[src/rtl/mwa_pkg.sv]
package mwa_pkg;
  localparam int unsigned ADDR_W  = 16;
  localparam int unsigned CODE_W  = 3;
  localparam int unsigned CNT_W   = 2 ** CODE_W;

  typedef enum logic [1:0] {
    CNT_HOLD   = 2'd0,
    CNT_CLEAR  = 2'd1,
    CNT_INC    = 2'd2,
    CNT_REPORT = 2'd3
  } cnt_action_e;
endpackage

[src/rtl/mwa_window.sv]
module mwa_window #(
  parameter int unsigned ADDR_W = 16
) (
  input  logic              wr_valid_i,
  input  logic [ADDR_W-1:0] wr_addr_i,
  input  logic [ADDR_W-1:0] lo_bound_i,
  input  logic [ADDR_W-1:0] hi_bound_i,
  output logic              hit_o
);
  logic above_lo, below_hi;

  assign above_lo = (wr_addr_i >= lo_bound_i);
  assign below_hi = (wr_addr_i <= hi_bound_i);
  assign hit_o    = wr_valid_i & above_lo & below_hi;
endmodule

[src/rtl/mwa_limit_dec.sv]
module mwa_limit_dec #(
  parameter int unsigned CODE_W = 3,
  localparam int unsigned CNT_W = 2 ** CODE_W
) (
  input  logic [CODE_W-1:0] code_i,
  output logic [CNT_W-1:0]  limit_o
);
  // one-hot limit: bit i set when code == i
  for (genvar i = 0; i < CNT_W; i++) begin : g_dec
    assign limit_o[i] = (code_i == CODE_W'(i));
  end
endmodule

[src/rtl/mwa_hit_counter.sv]
module mwa_hit_counter
  import mwa_pkg::*;
#(
  parameter int unsigned W = 8
) (
  input  logic         clk_i,
  input  logic         rst_ni,
  input  logic         enable_i,
  input  logic         clear_i,
  input  logic         hit_i,
  input  logic [W-1:0] limit_i,
  output logic [W-1:0] count_o,
  output logic         report_o
);
  logic [W-1:0] count_q;
  logic         report_q;
  logic [W:0]   count_inc;
  logic         reach;
  cnt_action_e  action;

  assign count_inc = {1'b0, count_q} + (W+1)'(1);
  assign reach     = (count_inc >= {1'b0, limit_i});

  always_comb begin
    if (!enable_i || clear_i) action = CNT_CLEAR;
    else if (hit_i && reach)  action = CNT_REPORT;
    else if (hit_i)           action = CNT_INC;
    else                      action = CNT_HOLD;
  end

  always_ff @(posedge clk_i or negedge rst_ni) begin
    if (!rst_ni) begin
      count_q  <= '0;
      report_q <= 1'b0;
    end else begin
      report_q <= (action == CNT_REPORT);
      unique case (action)
        CNT_CLEAR, CNT_REPORT: count_q <= '0;
        CNT_INC:               count_q <= count_inc[W-1:0];
        default:               count_q <= count_q;
      endcase
    end
  end

  assign count_o  = count_q;
  assign report_o = report_q;

  a_r4_report_clears: assert property (@(posedge clk_i) disable iff (!rst_ni)
    report_q |-> (count_q == '0));
  a_r7_clear_wins: assert property (@(posedge clk_i) disable iff (!rst_ni)
    clear_i |=> (!report_q && count_q == '0));
  a_r8_disabled_idle: assert property (@(posedge clk_i) disable iff (!rst_ni)
    !enable_i |=> (!report_q && count_q == '0));
endmodule

[src/rtl/mwa_activity_monitor.sv]
module mwa_activity_monitor
  import mwa_pkg::*;
#(
  parameter int unsigned AW = ADDR_W,
  parameter int unsigned CW = CODE_W,
  localparam int unsigned LW = 2 ** CW
) (
  input  logic          clk_i,
  input  logic          rst_ni,
  input  logic          enable_i,
  input  logic [CW-1:0] limit_code_i,
  input  logic [AW-1:0] lo_bound_i,
  input  logic [AW-1:0] hi_bound_i,
  input  logic          wr_valid_i,
  input  logic [AW-1:0] wr_addr_i,
  input  logic          state_expire_i,
  input  logic          other_act_i,
  output logic          activity_o
);
  logic          hit;
  logic          clear;
  logic [LW-1:0] limit;
  logic [LW-1:0] count;

  assign clear = state_expire_i | other_act_i;

  mwa_window #(.ADDR_W(AW)) i_window (
    .wr_valid_i (wr_valid_i),
    .wr_addr_i  (wr_addr_i),
    .lo_bound_i (lo_bound_i),
    .hi_bound_i (hi_bound_i),
    .hit_o      (hit)
  );

  mwa_limit_dec #(.CODE_W(CW)) i_limit_dec (
    .code_i  (limit_code_i),
    .limit_o (limit)
  );

  mwa_hit_counter #(.W(LW)) i_counter (
    .clk_i    (clk_i),
    .rst_ni   (rst_ni),
    .enable_i (enable_i),
    .clear_i  (clear),
    .hit_i    (hit),
    .limit_i  (limit),
    .count_o  (count),
    .report_o (activity_o)
  );

  // every report traces to an uncleared in-window write on the prior edge
  a_r3_report_cause: assert property (@(posedge clk_i) disable iff (!rst_ni)
    activity_o |-> $past(wr_valid_i && enable_i && !state_expire_i && !other_act_i));
  a_r2_out_of_window: assert property (@(posedge clk_i) disable iff (!rst_ni)
    (enable_i && !clear && wr_valid_i && (wr_addr_i < lo_bound_i || wr_addr_i > hi_bound_i))
      |=> !activity_o && $stable(count));
  a_r3_limit_onehot: assert property (@(posedge clk_i) disable iff (!rst_ni)
    $onehot0(limit) && (limit != '0));
endmodule

[config.mk]
export PLATFORM = sky130hd
export DESIGN_NAME = mwa_activity_monitor
export DESIGN_NICKNAME = d
export VERILOG_FILES = /design/src/rtl/mwa_pkg.sv /design/src/rtl/mwa_window.sv /design/src/rtl/mwa_limit_dec.sv /design/src/rtl/mwa_hit_counter.sv /design/src/rtl/mwa_activity_monitor.sv
export SDC_FILE = /design/constraint.sdc
export NUM_CORES = 1
export LEC_CHECK = 0
export ABC_CLOCK_PERIOD_IN_PS = 6060
export BUFFER_PORTS_ARGS = -buffer_cell sky130_fd_sc_hd__buf_2
export CAP_MARGIN = 5
export CORE_MARGIN = 5
export CORE_UTILIZATION = 28
export DETAILED_ROUTE_END_ITERATION = 16
export SETUP_SLACK_MARGIN = 0.1
export SLEW_MARGIN = 40
export SYNTH_ARGS = -nofsm -noshare
export SYNTH_HDL_FRONTEND = slang
export SYNTH_SLANG_ARGS = --single-unit
export TNS_END_PERCENT = 1
[constraint.sdc]
create_clock -name clk_i -period 6.06 [get_ports clk_i]
set_input_delay 0.909 -clock clk_i [delete_from_list [all_inputs] [get_ports clk_i]]
set_output_delay 0.909 -clock clk_i [all_outputs]
set_load 0.02 [all_outputs]
-- Yosys cells after proc, flatten, opt, wreduce, memory -nomap -nowiden
Index checks and enable logic that the tools add are counted.
- add/sub/neg operators: 1
- order comparisons: 3
- equality and inequality tests: 10
- multiplexer cells: 4
- bitwise gates (word level): 3
- reduce and logical (&&, ||, !) cells: 6
- operator list (operator ; count):
    $ge 16x16->1 ; 1
    $le 16x16->1 ; 1
    $pmux 8 s2 ; 1
    $eq 3x3->1 const B ; 4
    $add 8x1->9 const B ; 1
    $ge 9x8->1 ; 1
    $eq 3x2->1 const B ; 2
    $mux 2 ; 3
    $eq 2x2->1 const B ; 2
    $eq 3x1->1 const B ; 1
    $logic_not 3->1 ; 1
    $and 1x1->1 ; 2
    $eq 2x1->1 const B ; 1
    $reduce_bool 2->1 ; 1
    $reduce_or 2->1 ; 1
    $logic_and 1x1->1 ; 1
    $logic_not 1->1 ; 1
    $logic_or 1x1->1 ; 1
    $or 1x1->1 ; 1
- register bits after elaboration: 9
- input port bits: 57
- output and inout port bits: 1
- word-level logic and storage cells: 29

-- Logic depth before layout (Yosys ltp)
- word-level depth: 9
- mapped depth: 12
- depth with buffers taken out: 12

-- Modules after synthesis
Synthesis repeated with hierarchy kept, for this count alone.
- cell total of the unflattened synthesis: 194
- area, all modules: 1536.5 um2
- by module, submodules not included (module ; instances ; cells each ; area each (um2) ; seq. area each (um2)):
    mwa_window ; 1 ; 113 ; 790.8 ; 0.0
    mwa_hit_counter ; 1 ; 72 ; 674.4 ; 225.2
    mwa_limit_dec ; 1 ; 8 ; 65.1 ; 0.0
    mwa_activity_monitor ; 1 ; 1 ; 6.3 ; 0.0

-- Least setup slack after synthesis
No wires, ideal clock.
- path type: in2reg
- from: in hi_bound_i[13]
- to: reg i_counter.count_q[6], in the netlist i_counter.count_o[6]
- library setup time: 0.077 ns
- arrival time: 2.850 ns
- path slack: 3.133 ns
- stages on the path: 9
- buffers on the path: 0
- cell sequence: inv_1 ha_1 nand4_2 nor3_1 or4b_1 and4bb_1 o2bb2ai_2 or4_1 a21oi_1
- word-level cells in the longest chain between the ends: 8
- elaborated cells between the ends (all ways): 12
- those cells by class: order compare (1); eq/ne (3); mux (4); bitwise (1); reduce/logical (3)
- RTL lines (item ; line ; RTL):
    start, declared ; mwa_activity_monitor.sv:13 ; input logic [AW-1:0] hi_bound_i,
    $le 16x16->1 * ; mwa_window.sv:13 ; assign below_hi = (wr_addr_i <= hi_bound_i);
    $and 1x1->1 * ; mwa_window.sv:14 ; assign hit_o = wr_valid_i & above_lo & below_hi;
    $mux 2 or $logic_and 1x1->1 (tied branches) ; mwa_hit_counter.sv:27, mwa_hit_counter.sv:26 ;
    $mux 2 * ; mwa_hit_counter.sv:26 ; else if (hit_i && reach) action = CNT_REPORT;
    $mux 2 * ; mwa_hit_counter.sv:25 ; if (!enable_i || clear_i) action = CNT_CLEAR;
    $eq 2x1->1 or $eq 2x2->1 (tied branches) ; mwa_hit_counter.sv:37 ; unique case (action)
    $reduce_or 2->1 ; mwa_hit_counter.sv:37 ;
    $pmux 8 s2 or $reduce_bool 2->1 (tied branches) ; n/a ;
    end signal, assigned ; mwa_hit_counter.sv:39 ; CNT_INC: count_q <= count_inc[W-1:0];
    end signal, assigned ; mwa_hit_counter.sv:40 ; default: count_q <= count_q;
    end, declared ; mwa_hit_counter.sv:15 ; logic [W-1:0] count_q;
Every way passes the cells marked *; elsewhere a longest branch is shown, timed or not.
A chain may end at the register's enable or synchronous reset.

-- Worst setup path in the final report
- from: reg i_counter.count_q[0], in the netlist i_counter.count_o[0]
- to: reg i_counter.count_q[2], in the netlist i_counter.count_o[2]
- word-level cells in the longest chain between the ends: 8
- elaborated cells between the ends (all ways): 11
- those cells by class: add/sub (1); order compare (1); eq/ne (3); mux (3); reduce/logical (3)
- RTL lines (item ; line ; RTL):
    $add 8x1->9 * ; mwa_hit_counter.sv:21 ; assign count_inc = {1'b0, count_q} + (W+1)'(1);
    $ge 9x8->1 ; mwa_hit_counter.sv:22 ; assign reach = (count_inc >= {1'b0, limit_i});
    $logic_and 1x1->1 ; mwa_hit_counter.sv:26 ;
    $mux 2 ; mwa_hit_counter.sv:26 ;
    $mux 2 ; mwa_hit_counter.sv:25 ;
    $eq 2x1->1 or $eq 2x2->1 (tied branches) ; mwa_hit_counter.sv:37 ;
    $reduce_or 2->1 ; mwa_hit_counter.sv:37 ;
    $pmux 8 s2 or $reduce_bool 2->1 (tied branches) ; n/a ;
Marks and branches as above.

==> load_flow_metrics.sql <==
INSERT INTO impl_metrics (metric_group, metric, value, unit) VALUES
('sta', 'total_negative_slack', '0', 'ns'),
('synth', 'yosysUniqueCellTypes', '39', ''),
('worst_setup_path', 'worstRegToRegCells', '12', ''),
('sta', 'finalSetupViolCount', '0', ''),
('die', 'width_of_the_die', '84.4', 'um'),
('clock_network', 'cts_tree', 'done', ''),
('worst_setup_path', 'timing.critical_path.to_type', 'flop', ''),
('sta', 'final_period_minus_worst_setup_slack', '3.10', 'ns'),
('drt', 'wire_per_inst', '10.9', 'um'),
('synth', 'mappedNetlistArea', '1550', 'um2'),
('synth', 'syn_area_per_cell', '7.82', 'um2'),
('worst_setup_path', 'r2r-end', 'i_counter.count_o[2]', ''),
('final_layout', 'final_cell_mix', 'buf_2, ha_1, inv_1', ''),
('sta', 'worst_hold_margin', '0.520', 'ns'),
('placed_design', 'gp_congestion', '0.810', ''),
('clock_network', 'clockBufferDepth', '2', ''),
('die', 'core_area', '5440', 'um2'),
('clock_network', 'cts_repair_resize_count', '0', ''),
('drt', 'route.detailed.drc', '0', ''),
('pwr', 'total_leakage_power', '1.07', 'nW'),
('flow_run', 'cap_violations', '0', ''),
('synth', 'multiplexer_share_of_the_synthesized_area', '0', '%'),
('sta', 'drv_slew', '0', ''),
('die', 'die-area', '7120', 'um2'),
('synth', 'synth.yosys.seq_area_share', '14.5', '%'),
('clock_network', 'cts.htree.levels', '1', ''),
('synth', 'ys.warnings.count', '0', ''),
('worst_setup_path', 'critPathKind', 'flop to flop', ''),
('worst_setup_path', 'crit_arrival', '3.20', 'ns'),
('sta', 'worst_slew_margin_rel', '58.6', '%'),
('sta', 'timing.final.hold_violations', '0', ''),
('sta', 'timing.clock.skew', '0.00218', 'ns'),
('final_layout', 'fillers', '569', ''),
('drt', 'total_via_count_in_the_routed_design', '1531', ''),
('final_layout', 'drive_gt1_share', '24.9', '%'),
('drt', 'detailedRoute.firstPassIterationCount', '4', ''),
('global_routing', 'antenna_found_initial', '0', ''),
('global_routing', 'grt_overflow_total', '0', ''),
('synth', 'gate_count_post_synth', '198', ''),
('hold_path', 'hold_path.class', 'input port to async pin', ''),
('pwr', 'p_total', '0.000207', 'W'),
('sta', 'rsz_0062_raised_after_global_routing', 'no', ''),
('synth', 'synthSimpleGateAreaFrac', '25.0', '%'),
('global_routing', 'first_pass_grt_wire_length', '6570', 'um'),
('clock_network', 'postCtsHoldBufs', '0', ''),
('worst_setup_path', 'crit_path_max_fanout', '6', ''),
('global_routing', 'vias_in_the_first_global_route', '1592', ''),
('drt', 'ant_nets', '0', ''),
('synth', 'xor_xnor_share_of_the_synthesized_area', '2.83', '%'),
('final_layout', 'layout.nets', '356', ''),
('pwr', 'power.ir.vdd_worst', '0.0473', 'mV'),
('synth', 'complex_gate_fraction_of_the_synthesized_area', '16.2', '%'),
('drt', 'finalWirelength', '3580', 'um'),
('global_routing', 'groute.usage.overall', '10.9', '%'),
('die', 'die_y', '84.4', 'um'),
('placed_design', 'port_buffers', '57', ''),
('synth', 'synthesis.nets', '296', ''),
('sta', 'max_freq', '0.322', 'GHz'),
('clock_network', 'clock_tree.root_cell', 'clkbuf_8', ''),
('placed_design', 'dpl.hpwl', '3200', 'um'),
('worst_setup_path', 'crit_required', '6.15', 'ns'),
('clock_network', 'cts-buffers-inserted', '3', ''),
('worst_setup_path', 'ff2ff_setup_slack', '2.96', 'ns'),
('clock_network', 'cts.sink_count', '9', ''),
('pwr', 'p_per_area', '105', 'nW/um2'),
('die', 'rows', '27', ''),
('final_layout', 'syn_to_final_growth', '26.6', '%'),
('worst_setup_path', 'startpoint_type', 'flop', ''),
('sta', 'finalCritPeriodShare', '51.2', '%'),
('clock_network', 'register_clock_pin_slew_on_the_reported_worst_setup_and_hold_paths', '0.04', 'ns'),
('final_layout', 'layout_commonest_cell', 'buf_2', ''),
('synth', 'synth-seq-cells', '9', ''),
('drt', 'number_of_vias_per_cell', '4.65', ''),
('clock_network', 'post_cts.repair.setup_buffers', '0', ''),
('sta', 'pin_slew_with_the_least_headroom_to_its_limit', '0.617', 'ns'),
('outcome', 'run_status', 'complete, no violations', ''),
('synth', 'largest_family_of_logic_cells_by_synthesized_area', 'adder cells', ''),
('synth', 'yosys.area_share.adder', '33.1', '%'),
('final_layout', 'num_antenna_cells', '0', ''),
('global_routing', 'grt_start_max_net_pins', '18', ''),
('clock_network', 'worstSkewPairLatency', '0.23', 'ns'),
('die', 'boundaryPins', '58', ''),
('die', 'initial_utilization', '28.5', '%'),
('drt', 'detail_route.iter0.violations', '64', ''),
('worst_setup_path', 'rr_startpoint', 'i_counter.count_o[0]', '');
-- sequential cells by signal, indices dropped and copies added, names as in the netlist --
register,flops
i_counter.report_o,1
i_counter.count_o,8
-- area by class of cell --
class	instances	area, um2	area share (%)
multi-input cells	155	1190	60.9
repair buffers	57	285	14.6
inverters	32	120	6.13
clock buffers	4	45.0	2.30
flip-flops and latches	9	225	11.5
well taps	72	90.1	4.59
-- where the power goes --
group | internal (W) | switching, W | leakage [nW]
Sequential | 0.0000604 | 0.000000142 | 0.126
Combinational | 0.0000373 | 0.0000393 | 0.923
Clock | 0.0000458 | 0.0000237 | 0.0228
Total | 0.000144 | 0.0000632 | 1.07
-- critical path, stage by stage (launching register included) --
cell,delay [ns]
dfrtp_1,0.43
ha_1,0.28
and3_1,0.18
and3_1,0.23
xor2_1,0.16
ha_1,0.30
and4_1,0.18
o21ai_0,0.08
o31ai_1,0.56
nor2b_1,0.12
and2_0,0.27
nand3b_1,0.12
o21ai_1,0.06
-- routing by layer --
metal / vias to the layer above / track usage (%) / share of wire (%)
met2: 37 / 18.9 / 46
li1: 824 / - / -
met1: 665 / 13.2 / 46
met3: 5 / 2.36 / 5.9
met4: 0 / 4.32 / 1.9
met5: - / 0 / 0
-- cells in the mapped netlist (all sizes together) --
library cell / number / area share, %
ha: 41 / 33
inv: 32 / 7.8
nand2: 14 / 3.4
o21ai: 13 / 4.2
a21oi: 12 / 3.9
nand3: 12 / 3.9
dfrtp: 9 / 15
nor2: 8 / 1.9
nor3: 5 / 1.6
and3: 4 / 1.6
nand2b: 4 / 1.6
nand3b: 4 / 1.9
nand4: 4 / 2.0
nor2b: 3 / 1.2
o211ai: 3 / 1.5
xor2: 3 / 1.7
a2111oi: 2 / 1.1
a211oi: 2 / 0.97
a21o: 2 / 0.97
and2: 2 / 0.81
and4: 2 / 1.1
or3b: 2 / 1.1
xnor2: 2 / 1.1
a211o: 1 / 0.57
a21boi: 1 / 0.48
a221oi: 1 / 0.57
and4bb: 1 / 0.81
buf: 1 / 0.32
clkbuf: 1 / 0.24
nor4: 1 / 0.40
o21a: 1 / 0.48
o2bb2ai: 1 / 0.97
o31ai: 1 / 0.48
or3: 1 / 0.40
or4: 1 / 0.48
or4b: 1 / 0.65
-- metrics by stage --
step / instance area [um2] / setup slack [ns] / utilization, % / cells
after global placement: 1920 / 2.82 / 35.2 / 325
after global routing: 1960 / 2.58 / 36.0 / 329
after floorplan: 1550 / 3.13 / - / 198
final: 1960 / 2.96 / 36.0 / 329
after CTS: 1960 / 2.95 / 36.0 / 329
after detailed placement: 1920 / 2.78 / 35.2 / 325
-- worst max-delay path by stage --
stage	from	to
2_1_floorplan	hi_bound_i[13]	i_counter.count_o[6]
3_3_place_gp	hi_bound_i[9]	i_counter.count_o[6]
3_5_place_dp	hi_bound_i[9]	i_counter.count_o[6]
4_1_cts	i_counter.count_o[0]	i_counter.count_o[2]
5_1_grt	i_counter.count_o[0]	i_counter.count_o[4]
6_report	i_counter.count_o[0]	i_counter.count_o[2]
-- logic make-up after synthesis --
family,count (synthesis)
AO/OA/AOI/OAI,40
XOR/XNOR,5
buffers and inverters,34
adder cells (fa/ha/maj),41
AND/OR/NAND/NOR,69
flip-flops,9
No activity file was read; power rests on OpenSTA's default activity.
